File: src/rtl/hb_guard.sv
module hb_guard #(
  parameter int NPH = 3
) (
  input  logic           clk,
  input  logic           rst,
  input  logic [NPH-1:0] up_cmd_n,
  input  logic [NPH-1:0] lo_cmd_n,
  input  logic           brk_cmd_n,
  input  logic [NPH-1:0] up_oc,
  input  logic [NPH-1:0] lo_oc,
  output logic [NPH-1:0] up_gate,
  output logic [NPH-1:0] lo_gate,
  output logic           brk_gate,
  output logic           fault_n
);
  localparam int W = 4*NPH + 1;
  localparam logic [W-1:0] IDLE = {1'b1, {2*NPH{1'b0}}, {2*NPH{1'b1}}};

  logic [W-1:0]     s1, s2;
  logic [2*NPH-1:0] prev;
  logic [NPH-1:0]   ilk_q, ocu_q, ocl_q;

  logic [NPH-1:0] u, l, su, sl, fall_u, fall_l, conflict;
  logic [NPH-1:0] ilk_d, ocu_d, ocl_d;
  logic           brk;

  assign u   = s2[NPH-1:0];
  assign l   = s2[2*NPH-1:NPH];
  assign su  = s2[3*NPH-1:2*NPH];
  assign sl  = s2[4*NPH-1:3*NPH];
  assign brk = s2[W-1];

  assign fall_u   = prev[NPH-1:0] & ~u;
  assign fall_l   = prev[2*NPH-1:NPH] & ~l;
  assign conflict = ~u & ~l;

  assign ilk_d = conflict | (ilk_q & ~(fall_u | fall_l));
  assign ocu_d = su | (ocu_q & ~fall_u);
  assign ocl_d = sl | (ocl_q & ~fall_l);

  always_ff @(posedge clk) begin
    if (rst) begin
      s1       <= IDLE;
      s2       <= IDLE;
      prev     <= {2*NPH{1'b1}};
      ilk_q    <= '0;
      ocu_q    <= '0;
      ocl_q    <= '0;
      up_gate  <= '0;
      lo_gate  <= '0;
      brk_gate <= 1'b0;
      fault_n  <= 1'b1;
    end else begin
      s1       <= {brk_cmd_n, lo_oc, up_oc, lo_cmd_n, up_cmd_n};
      s2       <= s1;
      prev     <= s2[2*NPH-1:0];
      ilk_q    <= ilk_d;
      ocu_q    <= ocu_d;
      ocl_q    <= ocl_d;
      up_gate  <= ~u & ~ilk_d & ~ocu_d;
      lo_gate  <= ~l & ~ilk_d & ~ocl_d;
      brk_gate <= ~brk;
      fault_n  <= ~(|{ilk_d, ocu_d, ocl_d});
    end
  end

  AST_NO_SHOOT_THROUGH: assert property (@(posedge clk) disable iff (rst)
    (up_gate & lo_gate) == '0);
  AST_FAULT_SET: assert property (@(posedge clk) disable iff (rst)
    (|{ilk_q, ocu_q, ocl_q}) |-> !fault_n);
  AST_FAULT_CLEAR: assert property (@(posedge clk) disable iff (rst)
    !(|{ilk_q, ocu_q, ocl_q}) |-> fault_n);
  AST_BRAKE_FOLLOW: assert property (@(posedge clk) disable iff (rst)
    brk_gate == !$past(brk));

  for (genvar i = 0; i < NPH; i++) begin : g_chk
    AST_CONFLICT_OFF: assert property (@(posedge clk) disable iff (rst)
      conflict[i] |=> !up_gate[i] && !lo_gate[i] && !fault_n);
    AST_LATCH_HOLD: assert property (@(posedge clk) disable iff (rst)
      ilk_q[i] && !fall_u[i] && !fall_l[i] |=> !up_gate[i] && !lo_gate[i]);
    AST_LATCH_RELEASE: assert property (@(posedge clk) disable iff (rst)
      ilk_q[i] && fall_u[i] && l[i] && !su[i] |=> up_gate[i]);
    AST_OC_UP_OFF: assert property (@(posedge clk) disable iff (rst)
      su[i] |=> !up_gate[i] && !fault_n);
    AST_OC_LO_OFF: assert property (@(posedge clk) disable iff (rst)
      sl[i] |=> !lo_gate[i] && !fault_n);
    AST_OC_HOLD: assert property (@(posedge clk) disable iff (rst)
      ocu_q[i] && !fall_u[i] |=> !up_gate[i]);
  end
endmodule

File: config.mk
export PLATFORM = sky130hd
export DESIGN_NAME = hb_guard
export DESIGN_NICKNAME = d
export VERILOG_FILES = /design/src/rtl/hb_guard.sv
export SDC_FILE = /design/constraint.sdc
export NUM_CORES = 1
export LEC_CHECK = 0
export CAP_MARGIN = 20
export CORE_ASPECT_RATIO = 1.75
export CORE_MARGIN = 2
export CORE_UTILIZATION = 57
export DETAILED_ROUTE_END_ITERATION = 8
export DONT_BUFFER_PORTS = 1
export GPL_TIMING_DRIVEN = 0
export HOLD_SLACK_MARGIN = 0.08
export MAX_ROUTING_LAYER = met4
export PLACE_DENSITY_LB_ADDON = 0.3
export SYNTH_ARGS = -nofsm -noshare
export SYNTH_HDL_FRONTEND = slang
export SYNTH_SLANG_ARGS = --single-unit
export TNS_END_PERCENT = 10
File: constraint.sdc
create_clock -name clk -period 3.3 [get_ports clk]
set_clock_uncertainty 0.15 [all_clocks]
set_input_delay 0.165 -clock clk [delete_from_list [all_inputs] [get_ports clk]]
set_output_delay 0.165 -clock clk [all_outputs]
set_load 0.03 [all_outputs]
# ---- Word-level counts from Yosys, hierarchy flattened
# Cells that the tools add are included.
dict set report op_classes {
  reduce_logical 1
  n_bitwise 24
}
# operator count
set op_table {}
lappend op_table {{$and 3x3->3} 10}
lappend op_table {{$not 3->3} 8}
lappend op_table {{$or 3x3->3} 4}
lappend op_table {{$reduce_or 9->1} 1}
lappend op_table {{$not 1->1} 2}
dict set report totals {
  out_inout_bits 8
  regBits 49
}

# ---- Longest topological paths before layout
# Gate-level depths: netlist of run 1.
dict set report depth {
  ltp_word 9
  ltp_mapped 4
  ltp_nobuf 4
}

# ---- Worst setup path before layout of run 1
# OpenSTA, ideal clock, no wires.
dict set report synth_timing {
  kind {register to register}
  startpoint {register s2[0]}
  endpoint {register fault_n}
  arrival_ns 1.053
  path_slack_ns 2.002
  stages_incl_launch_ff 5
  setup_time_ns 0.096
  path_cell_list {dfxtp_1 -> nand2b_1 -> a21boi_0 -> o21ai_1 -> o41ai_2}
}
dict set report synth_between {
  elab_chain_cells 8
}
# element line_no
set synth_rtl {}
lappend synth_rtl {{start: declaration} 19} ;# logic [W-1:0] s1, s2;
lappend synth_rtl {{start signal: assignment} 44} ;# s2 <= IDLE;
lappend synth_rtl {{start signal: assignment} 55} ;# s2 <= s1;
lappend synth_rtl {{$not 3->3 *} {33, 35}}
lappend synth_rtl {{$and 3x3->3} 33} ;# assign fall_u = prev[NPH-1:0] & ~u;
lappend synth_rtl {{$or 3x3->3} 37} ;# assign ilk_d = conflict | (ilk_q & ~(fall_u | fall_l));
lappend synth_rtl {{$not 3->3} 37}
lappend synth_rtl {{$and 3x3->3} 37}
lappend synth_rtl {{$or 3x3->3} 37}
lappend synth_rtl {{$reduce_or 9->1 *} 63} ;# fault_n <= ~(|{ilk_d, ocu_d, ocl_d});
lappend synth_rtl {{$not 1->1 *} 63}
lappend synth_rtl {{end signal: assignment} 63}
lappend synth_rtl {{end: declaration} 14} ;# output logic fault_n
# Mark *: on every way between the ends. The rest lies on a longest branch, timed or not.
# A chain may end at the register's enable or synchronous reset.

# ---- Final worst setup path of run 1
dict set report layout_timing {
  startpoint {input rst}
  endpoint {register ilk_q[2]}
}
# element line_no
set layout_lines {}
lappend layout_lines {{start: declaration} 5} ;# input logic rst,
lappend layout_lines {{end signal: assignment} 57} ;# ilk_q <= ilk_d;
lappend layout_lines {{end: declaration} 21} ;# logic [NPH-1:0] ilk_q, ocu_q, ocl_q;
# No word-level cell between the ends.

==> flow_summary.ini, run 1 <==
[run_status]
status = finished, final reports clean

[worst_hold_path]
worstHoldStart = rst
hold_depth = 2
min_path_type = input port to flip-flop
holdPathEnd = s2[2]

[power]
sw_frac_of_total_pct = 21.8
p_int_mw = 0.796
p_clk_share_pct = 32.5
ir_worst_vdd_mv = 0.400
power.net_switching_mw = 0.222
combPwrFrac_pct = 5.6
p_per_area_mw_per_mm2 = 600
p_leak_nw = 0.672
seqPwrFrac_pct = 61.8

[layout]
n_fill_cell = 177
nNetsFinal = 162
seq_area_um2 = 981
syn_to_final_growth_pct = 17.8
diodes = 0
final_core_util_pct = 69.8
multi_input_area_um2 = 439
drive_above_1_share_pct = 20.3
fin_cells = 174

[global_routing]
gr-total-overflow = 0
grt_max_degree = 15
grt_pass1_vias = 952
antenna_found_initial = 0
grt_usage_pct = 19.1
grt_pass1_wl_mm = 3.93

[detailed_routing]
drt-met1-wl_um = 836
wl_per_cell_um = 12.8
vias_per_cell = 5.07
vias = 883
drc = 0
wl_met2_mm = 1.20
drtAntennaViolNets = 0
wl_mm = 2.23
drt-initial-drc-count = 8
firstDrtPassIters = 3
wl_met3_um = 91
dr.max_layer_used = met4

[worst_setup_path]
reg2regPathDepth = 4
crit_chain = dlygate4sd3_1 > buf_2 > buf_1 > nor3_1
cpPeakStageDelay_ns = 0.66
cp_max_fo = 10
worst_ep_required_time_ns = 3.32
slowest_stage = dlygate4sd3_1
path_class = input port to flip-flop
reg2reg_slack_ns = 1.78
r2r_start = s2[0]
arrival_ns = 1.58
endpoint_kind = flip-flop
critPathLaunchType = input port
worst_r2r_endpoint = fault_n

[cts]
cts_root_buf = clkbuf_8
numCtsBuffers = 5
cts_max_path_buffers = 2
clk_latency_ns = 0.30
tritoncts = done
path_clk_slew_ns = 0.08
clock-sinks = 49
cts_setup_buffers = 0
h-tree-depth = 2
ctsHoldBuffers = 14
cts.repair.resized = 0

[placement]
dp_hpwl_mm = 1.54
port_buffers = 0
place_inst = 152
place_congestion = 0.842

[sta]
rsz0062_at_grt = no
finalHoldViolCount = 0
clock.fmax_ghz = 0.643
fin_crit_sh_pct = 47.1
hold_ws_ns = 0.192
min_period_ns = 1.56
finalSetupViolCount = 0
slew_viol_final = 0
fin_setup_tns_ns = 0
tightest_slew_ns = 0.418
slew_headroom_pct = 72.1

[die]
die_h_um = 70.5
core_area_mm2 = 0.00243
fp.dieW_um = 42.0
die-area_mm2 = 0.00296
rows = 24
io_pins = 23
start_util_pct = 59.2

[synthesis]
synth_cell_type_count = 20
synth-seq-area-share_pct = 68.1
synth.area.top_cells = dfxtp_1 (68%), or2_2 (8.7%), nor2b_1 (5.2%)
synth_largest_area_cell = dfxtp_1
synth_top_area_share_pct = 68.1
syn_inst = 126
ys_warn_count = 0
synth_nets = 141
syn-cell-area_mm2 = 0.00144
synth-seq-cells = 49
syn_area_per_cell_um2 = 11.4

[run]
drv_cap = 0
[area by class of cell]
class / count / area share [%]
Clock inverter: 1 / 0.442
Inverter: 1 / 0.221
Sequential cell: 49 / 57.8
Buffer: 4 / 0.959
Tap cell: 26 / 1.92
Multi-Input combinational cell: 72 / 25.9
Timing Repair Buffer: 14 / 8.26
Clock buffer: 7 / 4.50
[Yosys cell counts (all sizes together)]
cell type / count
a21boi: 6
clkbuf: 2
nand3: 1
nand2b: 6
dfxtp: 49
buf: 2
nor3: 3
o41ai: 1
or2: 20
nor2b: 12
inv: 1
o21ai: 4
a21oi: 6
and4b: 2
nor2: 11
[worst max-delay path, delay by kind of cell]
kind	cells	cell delay, ns
buf+inv	3	1.29
simple gates	1	0.11
[power groups by stage]
stage                     Clock, mW  Sequential, mW  Combinational (mW)
after global routing          0.358           0.632              0.0650
after CTS                     0.341           0.630              0.0574
after floorplan                   0           0.641              0.0357
after global placement            0           0.643              0.0421
after detailed placement          0           0.644              0.0439
final                         0.331           0.630              0.0573
[per-stage QoR]
step	area, um2	total power [mW]	setup slack (ns)
after floorplan	1440	0.677	2.00
after global placement	1470	0.685	1.88
after detailed placement	1470	0.688	1.80
after CTS	1700	1.03	1.74
after global routing	1700	1.06	1.63
final	1700	1.02	1.74
[cells in the final DEF (no fill, tap or decap), types with 4 or more instances in the layout]
master | synthesis | layout
dfxtp_1 | 49 | 49
or2_2 | 20 | 20
dlygate4sd3_1 | 0 | 14
nor2b_1 | 12 | 12
nor2_1 | 11 | 11
a21oi_1 | 6 | 6
nand2b_1 | 5 | 5
clkbuf_8 | 0 | 5
clkbuf_1 | 2 | 4
a21boi_1 | 4 | 4
[worst max path at each step]
stage | from | end | slack [ns] | cells past startpoint
after floorplan | s2[0] | fault_n | 2.00 | 4
after global placement | s2[0] | fault_n | 1.88 | 4
after detailed placement | s2[0] | fault_n | 1.80 | 4
after CTS | rst | ilk_q[1] | 1.74 | 4
after global routing | rst | ilk_q[1] | 1.63 | 4
final | rst | ilk_q[2] | 1.74 | 4
[state kept, by name (all words and copies together) (netlist names)]
name      count
brk_gate      1
fault_n       1
ilk_q         3
lo_gate       3
ocl_q         3
ocu_q         3
prev          6
s1           13
s2           13
up_gate       3
[metal layers]
metal	global-route usage, %	up-vias
li1	-	446
met1	16.8	403
met2	31.9	24
met3	5.43	10
met4	16.1	0
met5	-	-
[cells by family after synthesis]
group / share of synthesized area [%]
AND/OR/NAND/NOR: 22.8
flip-flops: 68.1
AO/OA/AOI/OAI: 7.73
buffers and inverters: 1.39
Note: power is estimated with default switching activity, not from simulation.
==> run 2, diff against run 1 <==
Clock period 3.3 ns to 1.5 ns, I/O delays scaled along.
==> run 2 against run 1 <==
Net effect:
- combinational power grew 130%
- sequential share of layout area shrank 0.92 points
- clock power grew 120%
- total power grew 120%
- flip-flop and latch count is the same
- worst hold slack lost 0.092 ns
- die area is the same
- utilization grew 1.1 points
- critical path depth is the same
- first-iteration DRC count shrank 63%
- clock-buffer cell count is the same
- critical path type is now flip-flop to flip-flop
- largest power group unchanged
==> flow_summary.ini, run 2 (synthesis gave the netlist of run 1 again) <==
[run_status]
status = finished, final reports clean

[detailed_routing]
drc = 0
wl_mm = 2.29
drt-initial-drc-count = 3
dr.max_layer_used = met4
wl_per_cell_um = 13.1
drtAntennaViolNets = 0
vias_per_cell = 5.08
wl_met3_um = 91
firstDrtPassIters = 3
wl_met2_mm = 1.23
vias = 884
drt-met1-wl_um = 858

[cts]
cts_root_buf = clkbuf_8
path_clk_slew_ns = 0.08
h-tree-depth = 2
clk_latency_ns = 0.30
clock-sinks = 49
numCtsBuffers = 5
tritoncts = done
cts_max_path_buffers = 2

[sta]
rsz0062_at_grt = yes
finalSetupViolCount = 0
clock.fmax_ghz = 0.696
tightest_slew_ns = 0.363
finalHoldViolCount = 0
min_period_ns = 1.44
hold_ws_ns = 0.100
slew_viol_final = 0
slew_headroom_pct = 75.8
fin_crit_sh_pct = 95.8

[die]
die_h_um = 70.5
start_util_pct = 59.2
rows = 24
die-area_mm2 = 0.00296
fp.dieW_um = 42.0
core_area_mm2 = 0.00243
io_pins = 23

[global_routing]
grt_usage_pct = 19.1
grt_pass1_wl_mm = 3.93
gr-total-overflow = 0
grt_max_degree = 15
antenna_found_initial = 0
grt_pass1_vias = 952

[layout]
fin_cells = 174
reg_top3 = s1 x13, s2 x13, prev x6
n_fill_cell = 171
syn_to_final_growth_pct = 19.7
final_common_cell = dfxtp_1
nNetsFinal = 162
diodes = 0
layout_common_cells = dfxtp_1 (49), or2_2 (20), dlygate4sd3_1 (14)
design_area_mm2 = 0.00172
drive_above_1_share_pct = 25.7
final_core_util_pct = 70.9

[worst_setup_path]
arrival_ns = 1.50
critPathLaunchType = flip-flop
path_class = flip-flop to flip-flop
reg2regPathDepth = 4
worst_ep_required_time_ns = 1.56
endpoint_kind = flip-flop
cp_max_fo = 4

[worst_hold_path]
hold_depth = 2
min_path_type = input port to flip-flop

[placement]
place_congestion = 0.842
place_inst = 152
port_buffers = 0
dp_hpwl_mm = 1.54
place_area_mm2 = 0.00147

[power]
p_per_area_mw_per_mm2 = 1310
ir_worst_vdd_mv = 0.927
p_leak_nw = 0.682

[run]
drv_cap = 0
## run 2: changes by cell type in the layout (fill, tap and decap cells not counted), moves of 2 or more
cell,change
a21boi_1,-2
a21oi_2,+2
a21boi_2,+4
a21boi_0,-2
a21oi_1,-2
## run 2: metrics by stage
stage	setup slack [ns]	TNS, ns	power (mW)
final	0.0624	0	2.25
after global routing	-0.0313	-0.0313	2.33
after CTS	0.0181	0	2.26
after detailed placement	0.00212	0	1.51
after global placement	0.0782	0	1.51
after floorplan	0.202	0	1.49
## run 2: timing repair
item | in CTS | in global routing
setup endpoints to repair | 1 | 11
hold buffers | 14 | 0
buffers inserted | 0 | 0
pin swaps | 0 | 1
gates resized for setup | 1 | 9
hold endpoints to repair | 28 | 0
## run 2: report_power, final
part | internal (mW) | total (mW) | leakage, nW | switching, mW
Clock | 0.330 | 0.731 | 0.0385 | 0.402
Combinational | 0.0721 | 0.132 | 0.241 | 0.0601
Sequential | 1.35 | 1.39 | 0.403 | 0.0333
## run 2: worst paths after layout
| kind | end | from | slack [ns] |
|---|---|---|---|
| worst max register to register | fault_n | s2[3] | 0.06 |
| worst min-delay path | s2[2] | rst | 0.10 |
| worst max-delay path | fault_n | s2[3] | 0.06 |
| worst min register to register | brk_gate | s2[12] | 0.24 |
## run 2: metal layers
metal	vias up	global-route usage [%]
met5	-	-
met4	0	16.1
met3	10	5.43
met2	24	31.9
met1	403	16.8
li1	447	-
## run 2: cell type report
cell class                 instances  area (um2)  share of cell area (%)
inverter                           1        3.75                   0.218
tap                               26        32.5                    1.89
clock inverter                     1        7.51                   0.435
multi-input combinational         72         465                    27.0
sequential                        49         981                    56.9
clock buffer                       7        76.3                    4.43
buffer                             4        17.5                    1.02
timing repair buffer              14         140                    8.13
## run 2: critical path, cell delays in order, from the launching register on
cell,delay (ns)
dfxtp_1,0.33
nand2b_1,0.19
a21boi_2,0.22
o21ai_2,0.12
o41ai_2,0.34
